==> src/rtl/pfwp_pkg.sv <==
`timescale 1ns/1ps
package pfwp_pkg;

  typedef enum logic [2:0] {
    ST_UNARMED = 3'd0,
    ST_NORMAL  = 3'd1,
    ST_DRAIN   = 3'd2,
    ST_PROTECT = 3'd3,
    ST_RECOVER = 3'd4
  } pf_state_e;

  function automatic logic is_guarded(pf_state_e s);
    return (s == ST_UNARMED) || (s == ST_PROTECT) || (s == ST_RECOVER);
  endfunction

endpackage

==> src/rtl/pfwp_interval.sv <==
`timescale 1ns/1ps
module pfwp_interval #(
  parameter int unsigned LIMIT = 2
) (
  input  logic clk,
  input  logic rst,
  input  logic run,
  output logic expired
);
  localparam int unsigned LIM = (LIMIT < 2) ? 2 : LIMIT;
  localparam int unsigned CW  = $clog2(LIM);
  localparam logic [CW-1:0] LAST = CW'(LIM - 1);

  logic [CW-1:0] cnt_q;

  assign expired = (cnt_q == LAST);

  always_ff @(posedge clk) begin
    if (rst || !run) begin
      cnt_q <= '0;
    end else if (!expired) begin
      cnt_q <= cnt_q + 1'b1;
    end
  end
endmodule

==> src/rtl/pfwp_strobe_edge.sv <==
`timescale 1ns/1ps
module pfwp_strobe_edge (
  input  logic clk,
  input  logic rst,
  input  logic ce_n_i,
  input  logic we_n_i,
  output logic done_o
);
  logic ce_prev_q;
  logic we_prev_q;

  always_ff @(posedge clk) begin
    if (rst) begin
      ce_prev_q <= 1'b1;
      we_prev_q <= 1'b1;
    end else begin
      ce_prev_q <= ce_n_i;
      we_prev_q <= we_n_i;
    end
  end

  assign done_o = (ce_n_i & ~ce_prev_q) | (we_n_i & ~we_prev_q);
endmodule

==> src/rtl/pfwp_fsm.sv <==
`timescale 1ns/1ps
module pfwp_fsm
  import pfwp_pkg::*;
(
  input  logic      clk,
  input  logic      rst,
  input  logic      pf_det_i,
  input  logic      ce_n_i,
  input  logic      cycle_done,
  input  logic      drain_exp,
  input  logic      hold_exp,
  output pf_state_e st_q,
  output pf_state_e st_d,
  output logic      armed_d
);
  logic armed_q;

  assign armed_d = armed_q | ~pf_det_i;

  always_comb begin
    st_d = st_q;
    case (st_q)
      ST_UNARMED: if (!pf_det_i) st_d = ST_RECOVER;
      ST_NORMAL:  if (pf_det_i)  st_d = ce_n_i ? ST_PROTECT : ST_DRAIN;
      ST_DRAIN:   if (cycle_done || drain_exp) st_d = ST_PROTECT;
      ST_PROTECT: if (!pf_det_i) st_d = ST_RECOVER;
      ST_RECOVER: begin
        if (pf_det_i)      st_d = ST_PROTECT;
        else if (hold_exp) st_d = ST_NORMAL;
      end
      default:    st_d = ST_PROTECT;
    endcase
  end

  always_ff @(posedge clk) begin
    if (rst) begin
      st_q    <= ST_UNARMED;
      armed_q <= 1'b0;
    end else begin
      st_q    <= st_d;
      armed_q <= armed_d;
    end
  end
endmodule

==> src/rtl/pfwp_outreg.sv <==
`timescale 1ns/1ps
module pfwp_outreg (
  input  logic clk,
  input  logic rst,
  input  logic guard_d,
  input  logic armed_d,
  input  logic vso_low_i,
  input  logic ce_n_i,
  input  logic we_n_i,
  input  logic oe_n_i,
  output logic ce_n_o,
  output logic we_n_o,
  output logic oe_n_o,
  output logic wp_o,
  output logic bat_en_o
);
  always_ff @(posedge clk) begin
    if (rst) begin
      wp_o     <= 1'b1;
      ce_n_o   <= 1'b1;
      we_n_o   <= 1'b1;
      oe_n_o   <= 1'b1;
      bat_en_o <= 1'b0;
    end else begin
      wp_o     <= guard_d;
      ce_n_o   <= guard_d | ce_n_i;
      we_n_o   <= guard_d | we_n_i;
      oe_n_o   <= guard_d | oe_n_i;
      bat_en_o <= armed_d & vso_low_i;
    end
  end
endmodule

==> src/rtl/pfwp_seq.sv <==
`timescale 1ns/1ps
module pfwp_seq
  import pfwp_pkg::*;
#(
  parameter int unsigned CLK_KHZ    = 125000,
  parameter int unsigned WPT_US     = 100,
  parameter int unsigned CER_MS     = 80,
  parameter int unsigned WPT_CYCLES = CLK_KHZ * WPT_US / 1000,
  parameter int unsigned CER_CYCLES = CLK_KHZ * CER_MS
) (
  input  logic clk,
  input  logic rst,
  input  logic pf_det_i,
  input  logic vso_low_i,
  input  logic ce_n_i,
  input  logic we_n_i,
  input  logic oe_n_i,
  output logic ce_n_o,
  output logic we_n_o,
  output logic oe_n_o,
  output logic wp_o,
  output logic bat_en_o
);
  pf_state_e st_q;
  pf_state_e st_d;
  logic      armed_d;
  logic      cycle_done;
  logic      drain_exp;
  logic      hold_exp;

  pfwp_strobe_edge edge_i (
    .clk    (clk),
    .rst    (rst),
    .ce_n_i (ce_n_i),
    .we_n_i (we_n_i),
    .done_o (cycle_done)
  );

  pfwp_interval #(.LIMIT(WPT_CYCLES)) drain_tmr_i (
    .clk     (clk),
    .rst     (rst),
    .run     (st_q == ST_DRAIN),
    .expired (drain_exp)
  );

  pfwp_interval #(.LIMIT(CER_CYCLES)) hold_tmr_i (
    .clk     (clk),
    .rst     (rst),
    .run     (st_q == ST_RECOVER),
    .expired (hold_exp)
  );

  pfwp_fsm fsm_i (
    .clk        (clk),
    .rst        (rst),
    .pf_det_i   (pf_det_i),
    .ce_n_i     (ce_n_i),
    .cycle_done (cycle_done),
    .drain_exp  (drain_exp),
    .hold_exp   (hold_exp),
    .st_q       (st_q),
    .st_d       (st_d),
    .armed_d    (armed_d)
  );

  pfwp_outreg out_i (
    .clk       (clk),
    .rst       (rst),
    .guard_d   (is_guarded(st_d)),
    .armed_d   (armed_d),
    .vso_low_i (vso_low_i),
    .ce_n_i    (ce_n_i),
    .we_n_i    (we_n_i),
    .oe_n_i    (oe_n_i),
    .ce_n_o    (ce_n_o),
    .we_n_o    (we_n_o),
    .oe_n_o    (oe_n_o),
    .wp_o      (wp_o),
    .bat_en_o  (bat_en_o)
  );
endmodule

==> config.mk <==
export PLATFORM = sky130hd
export DESIGN_NAME = pfwp_seq
export DESIGN_NICKNAME = d
export VERILOG_FILES = /design/src/rtl/pfwp_pkg.sv /design/src/rtl/pfwp_interval.sv /design/src/rtl/pfwp_strobe_edge.sv /design/src/rtl/pfwp_fsm.sv /design/src/rtl/pfwp_outreg.sv /design/src/rtl/pfwp_seq.sv
export SDC_FILE = /design/constraint.sdc
export NUM_CORES = 1
export LEC_CHECK = 0
export BUFFER_PORTS_ARGS = -buffer_cell sky130_fd_sc_hd__buf_4
export CORE_MARGIN = 5
export CORE_UTILIZATION = 25
export CTS_CLUSTER_DIAMETER = 40
export CTS_CLUSTER_SIZE = 16
export DETAILED_ROUTE_END_ITERATION = 8
export HOLD_SLACK_MARGIN = 0.08
export PLACE_DENSITY_LB_ADDON = 0.3
export SYNTH_ARGS = -nofsm -noshare
export SYNTH_HDL_FRONTEND = slang
export SYNTH_SLANG_ARGS = --single-unit
==> constraint.sdc <==
create_clock -name clk -period 2.89 [get_ports clk]
set_clock_uncertainty 0.05 [all_clocks]
set_input_delay 0.578 -clock clk [delete_from_list [all_inputs] [get_ports clk]]
set_output_delay 0.578 -clock clk [all_outputs]
set_load 0.02 [all_outputs]
==> summary.md, run 1 <==
| Metric | Value |
|---|---|
| Fill cells | 931 |
| Crit-path slowest cell | or4b_1 |
| Port Buffers | 11 |
| Hold WC Path Type | reg2reg |
| R2r startpoint | drain_tmr_i.cnt_q[0] |
| Mapped Nets | 261 |
| Critical path, cell by cell | ha_1 -> and4_1 -> nand4_4 -> o32ai_2 -> nor3_2 -> or4b_1 |
| Diode count | 0 |
| Top-area cell type share of the netlist area | 43.2% |
| Post-synth EDFFs | 0 |
| Max_cap viols | 0 |
| Crit end category | flip-flop |
| Reg-to-Reg End | out_i.oe_n_o |
| Area occupied by multi-input gates | 0.00122 sq mm |
| PostCTS Resize Cnt | 0 |
| #FFs+latches synth | 49 |
| Core area | 0.00881 sq mm |
| Post-synthesis instance total | 252 |
| FMAX | 478 MHz |
| CP max stage delay | 470 ps |
| Setup Buffers After CTS | 0 |
| Clk pwr share | 34.9% |
| Actual slew at the worst max-slew pin | 474 ps |
| Reg power frac | 59.1% |
| Num ports | 12 |
| Unique masters post-synth | 48 |
| RSZ-0062 raised after global routing | no |
| Synthesized area | 0.00227 sq mm |
| CTS Buffer Depth | 2 |
| Initial DRC count | 77 |
| Pin count of the biggest net entering global routing | 25 |
| Final nets | 270 |
| TNS Setup | 0 ps |
| Worst setup SP type | flip-flop |
| Final Cycle Share | 72.4% |
| Status | completed |
| Worst skew pair latency | 300 ps |
| Post-Place Cells | 362 |
| R2r setup slk | 800 ps |
| Asr flop ratio synth | 0% |
| CP endpoint | out_i.oe_n_o |
| Buffer and inverter count on the worst path | 0 |
| Initial antenna violation count | 0 |
| Syn avg cell area | 9.01 sq um |
| Via Count | 1678 |
| Area Growth Syn to Fin | 11.6% |
| Layout cells sized above 1 | 13.7% |
| Register Area | 981 sq um |
| Total gr overflow | 0 |
| Clk slew on worst S/H paths | 100 ps |
| Max Slew Vio Count | 0 |
| Cts hold-fix bufs | 0 |
| Synth Warn # | 0 |
| Final GP Congestion | 0.750 |
| WL/cell | 11.1 microns |
| Internal Power | 0.000892 W |
| Crit path arrival time | 2230 ps |
| Die width | 105 microns |
| R2r worst-path depth | 6 |
| Worst-path fanout max | 4 |
| Number of global-route vias before repair | 1642 |
| GRT Util Overall | 8.11% |
| Clock root buffer | clkbuf_8 |
| Post-synth top area cell | dfxtp_1 |
| Origin of the worst setup path | drain_tmr_i.cnt_q[0] |
| Switching power | 0.000286 W |
| Critical path class | reg2reg |
| First-pass GRT wire length | 7490 microns |
| Drt total wl | 4100 microns |
| Main flop type after synthesis | dfxtp_1 |
| DP HPWL | 2850 microns |
| Lkg Pwr | 0.804 nW |
| Sequential fraction of the synthesis area | 43.2% |
| Pre-antenna DRT Iters | 3 |
| ANT nets after route | 0 |
| H-tree levels | 2 |
| CP top delay family | simple AND/OR/NAND/NOR gates |
| Pwr per Cell Area | 465 mW/mm^2 |
| WP depth | 6 |
| Peak supply drop | 0.000159 V |
| Die height | 105 microns |
| Fin crit period | 2090 ps |
| TritonCTS clock tree | built |
| Row Count | 34 |
| Clk sink count | 49 |
| Combinational power share | 6.0% |
| Setup violators final | 0 |
| Initial Utilization | 25.8% |
| Sw frac | 24.3% |
| Final Non-Filler Cells | 370 |
| Num CTS Buffers | 5 |
| DRC viols | 0 |
| Synth top area cells | dfxtp_1 (43%), xnor2_1 (7.3%), nor2_1 (6.9%), xor2_1 (4.2%), nor3_1 (2.4%) |
| Final Hold Viols | 0 |
| Via density | 4.54 |
| Relative slew slack | 68.1% |
| Die ar. | 0.0111 sq mm |
| Required @ worst endpoint | 3030 ps |
[logic make-up (layout without fill, tap and decap cells)]
kind of cell,count (synthesis),count (layout),synth area share (%)
and+or+nand+nor,128,128,32.6
DFF,49,49,43.2
xor gates and xnor gates,30,30,11.6
buffers and inverters,15,25,2.98
AOI/OAI and AO/OA,27,27,8.10
muxes,1,1,0.441
adders and majority gates,2,2,1.10
[sequential cells by signal (all words and copies together) (netlist names)]
| signal | cells |
|---|---|
| out_i.ce_n_o | 1 |
| edge_i.ce_prev_q | 1 |
| fsm_i.st_q | 3 |
| hold_tmr_i.cnt_q | 24 |
| out_i.oe_n_o | 1 |
| edge_i.we_prev_q | 1 |
| out_i.bat_en_o | 1 |
| out_i.wp_o | 1 |
| fsm_i.armed_q | 1 |
| out_i.we_n_o | 1 |
| drain_tmr_i.cnt_q | 14 |
[metal layers]
metal  vias up  part of all wire [%]  GRT usage (%)
met5         -                     0              0
met4         0                   1.4           3.09
met3         7                   2.5           2.38
met2        10                    43           12.4
met1       771                    53           10.8
li1        890                     -              -
[worst min path at each step]
| stage | startpoint | endpoint | slack, ps | depth (start not counted) |
|---|---|---|---|---|
| after floorplan | fsm_i.armed_q | fsm_i.armed_q | 380 | 2 |
| after global placement | fsm_i.armed_q | fsm_i.armed_q | 400 | 2 |
| after detailed placement | fsm_i.armed_q | fsm_i.armed_q | 400 | 2 |
| after CTS | oe_n_i | out_i.oe_n_o | 400 | 2 |
| after global routing | oe_n_i | out_i.oe_n_o | 390 | 2 |
| final | fsm_i.armed_q | fsm_i.armed_q | 400 | 2 |
[worst reg2reg max path, delay by kind of cell (launching register included)]
| family | cells | cell delay [ps] |
|---|---|---|
| adder cells (fa/ha/maj) | 1 | 220 |
| AO/OA/AOI/OAI | 1 | 340 |
| AND/OR/NAND/NOR | 4 | 970 |
| flip-flops | 1 | 410 |
[metrics by stage]
| stage | power [W] | hold WS, ps | util [%] | setup WS [ps] | instance area (sq um) |
|---|---|---|---|---|---|
| 6_report | 0.00118 | 405 | 28.8 | 798 | 2530 |
| 5_1_grt | 0.00124 | 389 | 28.8 | 609 | 2530 |
| 4_1_cts | 0.00120 | 402 | 28.8 | 798 | 2530 |
| 3_5_place_dp | 0.000783 | 396 | 27.7 | 727 | 2440 |
| 3_3_place_gp | 0.000783 | 398 | 27.7 | 760 | 2440 |
| 2_1_floorplan | 0.000761 | 377 | - | 925 | 2270 |
[cell type report]
class                           count  area share, %
Tap cell                          108           5.33
Timing Repair Buffer               11           3.26
Clock inverter                      3          0.889
Clock buffer                        5           2.72
Multi-Input combinational cell    188           48.2
Inverter                            6          0.889
Sequential cell                    49           38.7
[cells in the final DEF (no fill, tap or decap), drive strengths merged, types with 3 or more instances in the layout]
cell    synthesis  final
dfxtp          49     49
nor2           43     43
xnor2          19     19
nor3           14     14
nand2          11     11
xor2           11     11
buf             3     11
nand3           9      9
a21oi           9      9
o21ai           9      9
nand4           9      9
inv             6      6
and3            6      6
or3             5      5
clkbuf          6      5
or3b            4      4
or2             4      4
nand2b          3      3
and4            3      3
nor4b           3      3
clkinv          0      3
[cells in the mapped netlist (3+ instances only)]
library cell   n
nor2_1        42
nand3_1        9
nor3_1        11
xnor2_1       19
or2_2          3
a21oi_1        9
inv_1          6
or3b_1         4
and3_1         5
o21ai_0        8
nor4b_1        3
nand2b_1       3
or3_1          5
dfxtp_1       49
nand2_1       11
xor2_1        11
nand4_1        7
clkbuf_1       5
and4_1         3
[power groups by stage]
stage          Combinational [W]  Sequential (W)  Clock, W
2_1_floorplan          0.0000450        0.000716         0
3_3_place_gp           0.0000709        0.000712         0
3_5_place_dp           0.0000713        0.000712         0
4_1_cts                0.0000715        0.000696  0.000434
5_1_grt                0.0000793        0.000698  0.000460
6_report               0.0000704        0.000696  0.000411
No activity file was read; power rests on OpenSTA's default activity.
==> run 2, diff against run 1 <==
--- a/config.mk
+++ b/config.mk
@@ -5,6 +5,7 @@
 export SDC_FILE = /design/constraint.sdc
 export NUM_CORES = 1
 export LEC_CHECK = 0
+export ABC_AREA = 1
 export BUFFER_PORTS_ARGS = -buffer_cell sky130_fd_sc_hd__buf_4
 export CORE_MARGIN = 5
 export CORE_UTILIZATION = 25
==> constraint.sdc (replaced) <==
create_clock -name clk -period 1.9 [get_ports clk]
set_clock_uncertainty 0.05 [all_clocks]
set_input_delay 0.38 -clock clk [delete_from_list [all_inputs] [get_ports clk]]
set_output_delay 0.38 -clock clk [all_outputs]
set_load 0.02 [all_outputs]
==> run 2 against run 1 <==
Effect of this change:
- first-iteration DRC count rose by 79%
- die area rose by 2.8%
- critical path depth rose by 4
- clock power rose by 79%
- highest routed layer unchanged
==> summary.md, run 2 <==
| Metric | Value |
|---|---|
| Pwr per Cell Area | 762 mW/mm^2 |
| Num ports | 12 |
| Synth Area in Simple Gates | 35.0% |
| Synth top area cells | dfxtp_1 (42%), nand2_1 (9.5%), nor2_1 (8.0%), inv_1 (6.6%), a21oi_1 (5.8%) |
| Most frequent cell on the critical path | nand2_1 |
| Hold WC Path Type | in2reg |
| Num CTS Buffers | 5 |
| Sw frac | 24.5% |
| #FFs+latches synth | 49 |
| Hold path cells | 3 |
| Layout cells sized above 1 | 12.3% |
| Switching power | 0.000501 W |
| Mapped Nets | 340 |
| Total gr overflow | 0 |
| WL/cell | 10.1 microns |
| Biggest register | hold_tmr_i.cnt_q |
| Asr flop ratio synth | 0% |
| GRT Util Overall | 8.89% |
| Top-area cell type share of the netlist area | 41.9% |
| Reg power frac | 53.4% |
| Worst-path fanout max | 5 |
| Area Growth Syn to Fin | 14.6% |
| Initial Utilization | 25.4% |
| R2r worst-path depth | 10 |
| TNS Setup | 0 ps |
| Via density | 4.47 |
| Max Slew Vio Count | 0 |
| Post-Synth XOR/XNOR Area | 1.87% |
| Relative slew slack | 68.6% |
| Pre-antenna DRT Iters | 4 |
| DP HPWL | 3640 microns |
| Status | completed |
| Clk pwr share | 35.9% |
| Crit end category | flip-flop |
| Core area | 0.00920 sq mm |
| Complex-gate fraction of the synthesized area | 12.6% |
| Syn avg cell area | 7.07 sq um |
| CTS Buffer Depth | 2 |
| Most frequent cells in the layout | nand2_1 (59), nor2_1 (50), dfxtp_1 (49) |
| Post-synth top cells | nand2_1 (59), nor2_1 (50), dfxtp_1 (49), inv_1 (41), a21oi_1 (27) |
| Crit path arrival time | 1840 ps |
| First-pass GRT wire length | 8460 microns |
| Post-synthesis instance total | 331 |
| Largest regs | hold_tmr_i.cnt_q x24, drain_tmr_i.cnt_q x14, fsm_i.st_q x3 |
| Die height | 107 microns |
| Number of global-route vias before repair | 1968 |
| Post-synth EDFFs | 0 |
| Pin count of the biggest net entering global routing | 16 |
| Main combinational cell family by area after synthesis | simple AND/OR/NAND/NOR gates |
| Synth Warn # | 0 |
| Worst skew pair latency | 290 ps |
| Post-synth top area cell | dfxtp_1 |
| Total chip power | 0.00204 W |
| Crit-path slowest cell | dfxtp_1 |
| RSZ-0062 raised after global routing | no |
| Buffer and inverter count on the worst path | 0 |
| Clock root buffer | clkbuf_8 |
| Synthesized area | 0.00234 sq mm |
| Combinational power share | 10.7% |
| Setup violators final | 0 |
| Initial DRC count | 138 |
| TritonCTS clock tree | built |
| Worst setup SP type | flip-flop |
| Diode count | 0 |
| Die width | 107 microns |
| Top-count cell post-synth | nand2_1 |
| DRC viols | 0 |
| Drt total wl | 4640 microns |
| Fin crit period | 1710 ps |
| Flip-flop count of the largest register after layout | 24 |
| Final worst slack | 189 ps |
| Final nets | 358 |
| Commonest non-fill, non-tap cell in the layout | nand2_1 |
| Unique masters post-synth | 33 |
| Clk sink count | 49 |
| Critical path class | reg2reg |
| Port Buffers | 11 |
| FMAX | 584 MHz |
| ANT nets after route | 0 |
| Actual slew at the worst max-slew pin | 467 ps |
| Final GP Congestion | 0.823 |
| Sequential fraction of the synthesis area | 41.9% |
| WP depth | 10 |
| Via Count | 2062 |
| Final Hold Viols | 0 |
| Row Count | 35 |
| Pre-CTS setup slack | 199 ps |
| Max_cap viols | 0 |
| Initial antenna violation count | 0 |
| CP top delay family | simple AND/OR/NAND/NOR gates |
| Internal Power | 0.00154 W |
| Final Cycle Share | 90.0% |
| Required @ worst endpoint | 2030 ps |
| Mux cell area share after synthesis | 0% |
| Die ar. | 0.0114 sq mm |
| Clk slew on worst S/H paths | 90 ps |
| Post-DP Area | 0.00256 sq mm |
| Critical path, cell by cell | ha_1 -> nand3_2 -> nor2_1 -> nand3_2 -> nand2_1 -> nand2_1 -> nand2_1 -> nand2_1 -> nand2_1 -> nand3_1 |
| Final non-filler cell area | 0.00268 sq mm |
| Lkg Pwr | 0.921 nW |
| Post-Synth Adder-Cell Area | 1.07% |
| CP max stage delay | 400 ps |
| H-tree levels | 2 |
| Main flop type after synthesis | dfxtp_1 |
| Peak supply drop | 0.000459 V |
| Fill cells | 1003 |
run 2: layer usage:
metal / vias up / share of wire (%) / global-route usage [%]
met5: - / 0 / 0
met4: 0 / 0.88 / 2.83
met3: 4 / 3.8 / 2.11
met2: 29 / 45 / 14.4
met1: 911 / 51 / 11.6
li1: 1118 / - / -
run 2: area by class of cell:
cell class	count	area, sq um	area share (%)
well taps	111	139	5.18
flip-flops and latches	49	981	36.6
clock inverters	2	38.8	1.45
inverters	44	165	6.16
clock buffers	6	72.6	2.71
multi-input cells	236	1190	44.3
repair buffers	13	97.6	3.64
run 2: kinds of logic after synthesis:
family | Yosys count
AND/OR/NAND/NOR | 175
AO/OA/AOI/OAI | 54
flip-flops | 49
adder cells (fa/ha/maj) | 2
buffers and inverters | 46
XOR/XNOR | 5
run 2: power by group through the flow:
stage	registers [W]	logic, W	clock network [W]
2_1_floorplan	0.00114	0.000120	0
3_3_place_gp	0.00111	0.000221	0
3_5_place_dp	0.00111	0.000222	0
4_1_cts	0.00109	0.000222	0.000766
5_1_grt	0.00110	0.000252	0.000812
6_report	0.00109	0.000218	0.000734
run 2: what timing repair did:
item | in CTS | in global routing
resized for setup | 0 | 1
buffers inserted | 0 | 0
endpoints found under the setup margin | 0 | 3
hold buffers | 0 | 0
run 2: worst paths after layout:
check / from / end / slack (ps)
setup / recovery: hold_tmr_i.cnt_q[0] / out_i.we_n_o / 190
hold / removal: oe_n_i / out_i.oe_n_o / 230
setup reg to reg: hold_tmr_i.cnt_q[0] / out_i.we_n_o / 190
hold reg to reg: fsm_i.armed_q / fsm_i.armed_q / 420
run 2: worst reg2reg max path, cell delays in order (launching register included):
cell and delay (ps):
dfxtp_1 400, ha_1 240, nand3_2 140, nor2_1 150
nand3_2 140, nand2_1 90, nand2_1 50, nand2_1 70
nand2_1 70, nand2_1 120, nand3_1 80
run 2: per-stage QoR:
stage / utilization, % / hold WS, ps / std cells
final: 29.2 / 227 / 461
after global routing: 29.2 / 211 / 461
after CTS: 29.1 / 217 / 461
after detailed placement: 27.9 / 403 / 453
after global placement: 27.9 / 395 / 453
after floorplan: - / 377 / 331
